===== config.mk =====
export PLATFORM = sky130hd
export DESIGN_NAME = exp_page_decoder
export DESIGN_NICKNAME = d
export VERILOG_FILES = /design/src/rtl/exp_dec_pkg.sv /design/src/rtl/exp_cfg_reg.sv /design/src/rtl/exp_page_match.sv /design/src/rtl/exp_rom_match.sv /design/src/rtl/exp_page_decoder.sv
export SDC_FILE = /design/constraint.sdc
export NUM_CORES = 1
export LEC_CHECK = 0
export BUFFER_PORTS_ARGS = -buffer_cell sky130_fd_sc_hd__buf_4
export CAP_MARGIN = 20
export CORE_MARGIN = 2
export CORE_UTILIZATION = 28
export CTS_CLUSTER_DIAMETER = 150
export DETAILED_ROUTE_END_ITERATION = 8
export HOLD_SLACK_MARGIN = 0.12
export PLACE_DENSITY = 0.55
export SYNTH_ARGS = -nofsm -noshare
export SYNTH_HDL_FRONTEND = slang
export SYNTH_SLANG_ARGS = --single-unit
export TNS_END_PERCENT = 30

===== constraint.sdc =====
create_clock -name clk -period 3.3 [get_ports clk]
set_clock_uncertainty 0.2 [all_clocks]
set_input_delay 0.66 -clock clk [delete_from_list [all_inputs] [get_ports clk]]
set_output_delay 0.66 -clock clk [all_outputs]
set_load 0.05 [all_outputs]

===== src/rtl/exp_dec_pkg.sv =====
package exp_dec_pkg;
  localparam int ADDR_W = 20;
  typedef logic [ADDR_W-1:0] addr_t;

  // True when a lies in the aligned 2**span window starting at base.
  function automatic logic in_window(addr_t a, addr_t base, int span);
    addr_t diff;
    diff = (a ^ base) >> span;
    return diff == '0;
  endfunction
endpackage


===== src/rtl/exp_cfg_reg.sv =====
module exp_cfg_reg #(
  parameter int N = 63
) (
  input  logic         clk,
  input  logic         rst_n,
  input  logic         load,
  input  logic [N-1:0] page_en_d,
  input  logic         rom_en_d,
  output logic [N-1:0] page_en_q,
  output logic         rom_en_q
);
  logic [N-1:0] page_en_nx;
  logic         rom_en_nx;

  always_comb begin
    page_en_nx = page_en_q;
    rom_en_nx  = rom_en_q;
    if (load) begin
      page_en_nx = page_en_d;
      rom_en_nx  = rom_en_d;
    end
  end

  always_ff @(posedge clk or negedge rst_n) begin
    if (!rst_n) begin
      page_en_q <= '0;
      rom_en_q  <= 1'b0;
    end else begin
      page_en_q <= page_en_nx;
      rom_en_q  <= rom_en_nx;
    end
  end
endmodule


===== src/rtl/exp_page_match.sv =====
module exp_page_match
  import exp_dec_pkg::*;
#(
  parameter addr_t IO_BASE      = 20'h18000,
  parameter int    IO_SPAN_BITS = 14,
  parameter int    PAGE_BITS    = 8,
  localparam int   IDX_W        = IO_SPAN_BITS - PAGE_BITS,
  localparam int   N            = (1 << IDX_W) - 1
) (
  input  addr_t        addr,
  input  logic [N-1:0] en,
  output logic [N-1:0] hit
);
  logic             in_io;
  logic [IDX_W-1:0] idx;

  assign in_io = in_window(addr, IO_BASE, IO_SPAN_BITS);
  assign idx   = addr[IO_SPAN_BITS-1:PAGE_BITS];

  // Index 0 is the reserved on-board page, so compare slot g against g+1.
  for (genvar g = 0; g < N; g++) begin : g_page
    assign hit[g] = in_io && en[g] && (idx == IDX_W'(g + 1));
  end
endmodule


===== src/rtl/exp_rom_match.sv =====
module exp_rom_match
  import exp_dec_pkg::*;
#(
  parameter addr_t ROM_BASE      = 20'h0C000,
  parameter int    ROM_SPAN_BITS = 14
) (
  input  addr_t addr,
  input  logic  en,
  output logic  hit
);
  assign hit = en && in_window(addr, ROM_BASE, ROM_SPAN_BITS);
endmodule


===== src/rtl/exp_page_decoder.sv =====
module exp_page_decoder
  import exp_dec_pkg::*;
#(
  parameter addr_t IO_BASE       = 20'h18000,
  parameter int    IO_SPAN_BITS  = 14,
  parameter int    PAGE_BITS     = 8,
  parameter addr_t ROM_BASE      = 20'h0C000,
  parameter int    ROM_SPAN_BITS = 14,
  localparam int   CLAIM_N       = (1 << (IO_SPAN_BITS - PAGE_BITS)) - 1
) (
  input  logic               clk,
  input  logic               rst_n,
  input  logic [ADDR_W-1:0]  addr,
  input  logic               strobe_n,
  input  logic               cfg_load,
  input  logic [CLAIM_N-1:0] cfg_page_en,
  input  logic               cfg_rom_en,
  output logic               ovr_n,
  output logic [CLAIM_N-1:0] page_sel_n,
  output logic               rom_sel_n
);
  logic [CLAIM_N-1:0] page_en_q;
  logic               rom_en_q;
  logic [CLAIM_N-1:0] page_hit;
  logic               rom_hit;
  logic               claim;

  exp_cfg_reg #(.N(CLAIM_N)) u_cfg (
    .clk       (clk),
    .rst_n     (rst_n),
    .load      (cfg_load),
    .page_en_d (cfg_page_en),
    .rom_en_d  (cfg_rom_en),
    .page_en_q (page_en_q),
    .rom_en_q  (rom_en_q)
  );

  exp_page_match #(
    .IO_BASE      (IO_BASE),
    .IO_SPAN_BITS (IO_SPAN_BITS),
    .PAGE_BITS    (PAGE_BITS)
  ) u_pages (
    .addr (addr),
    .en   (page_en_q),
    .hit  (page_hit)
  );

  exp_rom_match #(
    .ROM_BASE      (ROM_BASE),
    .ROM_SPAN_BITS (ROM_SPAN_BITS)
  ) u_rom (
    .addr (addr),
    .en   (rom_en_q),
    .hit  (rom_hit)
  );

  assign claim      = (|page_hit) | rom_hit;
  assign page_sel_n = ~(page_hit & {CLAIM_N{~strobe_n}});
  assign rom_sel_n  = ~(rom_hit & ~strobe_n);
  // A claimed access hides the strobe from the motherboard decoder.
  assign ovr_n      = strobe_n | claim;
endmodule


==> qor.yml <==
drt:
  ant_nets: 0
  via_per_inst: 5.08
  wirelength_microns: 13100
  dr.pass1.iters: 4
  drt_iter0_drc: 205
  wire_per_inst_microns: 19.3
  drc: 0
  vias: 3442
synthesis:
  synth.distinct_cells: 54
  syn_nets: 424
  syn_area_sq_um: 3700
  syn_avg_cell_area_sq_um: 11.0
  yosys.area.top_type: "dfrtp_1"
  synth.top_cell.area_share_pct: 43.2
  yosys-top-cells-area: "dfrtp_1, mux2_2, nand3_1"
  synthFlopType: "dfrtp_1"
  ys_ff_latch: 64
  seq_area_frac_synth_pct: 43.2
  synth-edff-count: 0
  synth_cells: 336
  async_flop_share_pct: 100
  yosys_warnings: 0
timing:
  fmax_ghz: 0.304
  final_max_slew_viol_count: 0
  post-route-period-util_pct: 99.6
  worst_pin_slew_ns: 0.869
  grt_setup_unrepaired: "yes"
  fin_crit_ns: 3.29
  setup_viol: 0
  final_hold_viol_count: 0
  setup-tns-final_ns: 0
  slew_headroom_pct: 42.1
die:
  start_util_pct: 28.3
  die_h_microns: 119
  core_region_area_sq_um: 13100
  fp-row-count: 42
  die_x_microns: 119
  io_pins: 153
  die_area_sq_um: 14200
outcome:
  status: "completed"
global_route:
  first_global_vias: 3556
  grt_start_max_net_pins: 66
  grt_use_total_pct: 18.2
  grt_overflow: 0
  grt_pass1_wl_microns: 19900
  antenna_found_initial: 0
clocking:
  clk_pin_slew_worst_paths_ns: 0.05
  cts-buffers-inserted: 9
  cts_root_buf: "clkbuf_16"
  cts_tree: "yes"
  ctsHoldBuffers: 0
  clk-insertion-delay-late_ns: 0.33
  h-tree-depth: 3
  clock_sink_count: 64
  postCtsSetupBuffers: 0
  clock_path_buffers: 2
setup_path:
  start_kind: "input port"
  required_ns: 2.44
  arrival_ns: 2.43
  crit_fanout: 6
  cp-end-kind: "output pin"
  ff2ff_path_depth: 1
  worstSetupPathType: "input port to output pin"
placed_design:
  io_buffers: 144
  gp_congestion: 0.814
  post-dp-hpwl_microns: 9810
  placed_cells: 663
pwr:
  switching_share_pct: 25.2
  power_frac_clock_pct: 40.9
  power_frac_seq_pct: 42.6
  p_leak_nw: 2.35
  combPwrFrac_pct: 16.5
  netSwitchingPower_mw: 0.555
  ir_worst_vdd_v: 0.000175
  p_int_mw: 1.65
  cellPowerDensity_nw_per_um2: 387
cells_and_area:
  diodes: 0
  areaGrowthSynthToFinish_pct: 53.9
  layout.nets: 587
  drive_gt1_share_pct: 58.4
  fin_cells: 678
flow_run:
  maxCapViolations: 0
worst_hold_path:
  holdCritPathClass: "input port to asynchronous set/reset pin"
## routing by layer
metal / vias to the layer above / wire, microns / GRT usage (%)
met5: - / 0 / 0
met4: 0 / 230 / 5.28
met3: 15 / 704 / 4.31
met2: 117 / 6250 / 28.4
met1: 1725 / 5910 / 25.2
li1: 1585 / - / -
## cells in the mapped netlist (2+ instances only)
| cell type | instances |
|---|---|
| clkbuf_1 | 14 |
| nor2b_1 | 3 |
| buf_2 | 6 |
| a22oi_1 | 3 |
| a211oi_1 | 2 |
| nor3_1 | 8 |
| nand3_1 | 69 |
| a21oi_1 | 3 |
| mux2i_1 | 9 |
| nand2_1 | 11 |
| inv_1 | 2 |
| nand4b_1 | 2 |
| or2_2 | 2 |
| nor3b_1 | 3 |
| a31oi_1 | 3 |
| nor3b_4 | 2 |
| o211ai_1 | 3 |
| mux4_2 | 3 |
| and4b_1 | 3 |
| mux2_2 | 67 |
| nand3b_1 | 2 |
| nor4bb_1 | 2 |
| buf_6 | 5 |
| dfrtp_1 | 64 |
| nor2_1 | 9 |
| nand2b_1 | 6 |
| buf_4 | 3 |
## kinds of logic after synthesis
family	share of synthesized area (%)
AOI/OAI and AO/OA	5.71
buffers and inverters	4.66
muxes	25.0
and+or+nand+nor	21.4
DFF	43.2
## layout by cell type, fill, tap and decap left out, types with 3 or more instances in the layout
| cell | netlist | routed |
|---|---|---|
| nand3_1 | 69 | 59 |
| clkbuf_1 | 14 | 4 |
| nor3_1 | 8 | 8 |
| nand2_1 | 11 | 11 |
| nand2b_1 | 6 | 6 |
| clkbuf_16 | 0 | 10 |
| buf_8 | 0 | 4 |
| dfrtp_1 | 64 | 64 |
| nand3_4 | 0 | 3 |
| and4b_1 | 3 | 3 |
| nor2_1 | 9 | 9 |
| mux4_2 | 3 | 3 |
| a31oi_1 | 3 | 3 |
| mux2i_1 | 9 | 9 |
| buf_4 | 3 | 150 |
| buf_6 | 5 | 24 |
| nand3_2 | 0 | 7 |
| a22oi_1 | 3 | 3 |
| o211ai_1 | 3 | 3 |
| mux2_2 | 67 | 67 |
## flip-flops by register name, indices dropped and copies added (netlist names)
name             cells
u_cfg.page_en_q     63
u_cfg.rom_en_q       1
## power groups by stage
stage               combinational, mW  sequential [mW]  clock (mW)
floorplan                       0.198            0.918           0
global placement                0.339            0.944           0
detailed placement              0.345            0.947           0
CTS                             0.347            0.934       0.922
global route                    0.393            0.949       0.965
finish                          0.364            0.939       0.903
## worst max-delay path, stage by stage
cell and delay (ns):
buf_6 0.11, nand2b_4 0.13, o31a_1 0.29, a32o_2 0.25, a311o_1 0.35, a41o_1 0.25
o211ai_1 0.14, buf_4 0.25
## path summary, 6_finish.rpt
path                                    startpoint                  end  slack (ns)
worst max-delay path                      addr[11]                ovr_n        0.01
worst min-delay path                         rst_n  u_cfg.page_en_q[58]        0.23
worst max register to register  u_cfg.page_en_q[0]   u_cfg.page_en_q[0]        2.28
worst min register to register      u_cfg.rom_en_q       u_cfg.rom_en_q        0.30
max in group asynchronous                    rst_n  u_cfg.page_en_q[50]        2.10
min in group clk                    u_cfg.rom_en_q       u_cfg.rom_en_q        0.30
## layout make-up
class	count	area, sq um
multi-input combinational	241	2080
sequential	64	1600
clock buffer	13	240
fill	1258	7390
clock inverter	1	30.0
inverter	2	7.51
timing repair buffer	181	1520
tap	176	220
## stage by stage
| stage | power, mW | util (%) | hold WS, ns | setup WS [ns] | area, sq um |
|---|---|---|---|---|---|
| 2_1_floorplan | 1.12 | - | 0.164 | 0.0462 | 3700 |
| 3_3_place_gp | 1.28 | 39.2 | 0.282 | 0.0191 | 5130 |
| 3_5_place_dp | 1.29 | 39.2 | 0.289 | -0.0104 | 5130 |
| 4_1_cts | 2.20 | 41.3 | 0.270 | 0.000781 | 5400 |
| 5_1_grt | 2.31 | 43.5 | 0.312 | -0.0369 | 5700 |
| 6_report | 2.21 | 43.5 | 0.226 | 0.0119 | 5700 |
## repair_timing
action                                  4_1_cts  5_1_grt
endpoints found under the setup margin        1       51
pin swaps                                     0       16
gates resized for setup                       1       60
gates cloned                                  0        1
No activity file was read; power rests on OpenSTA's default activity.
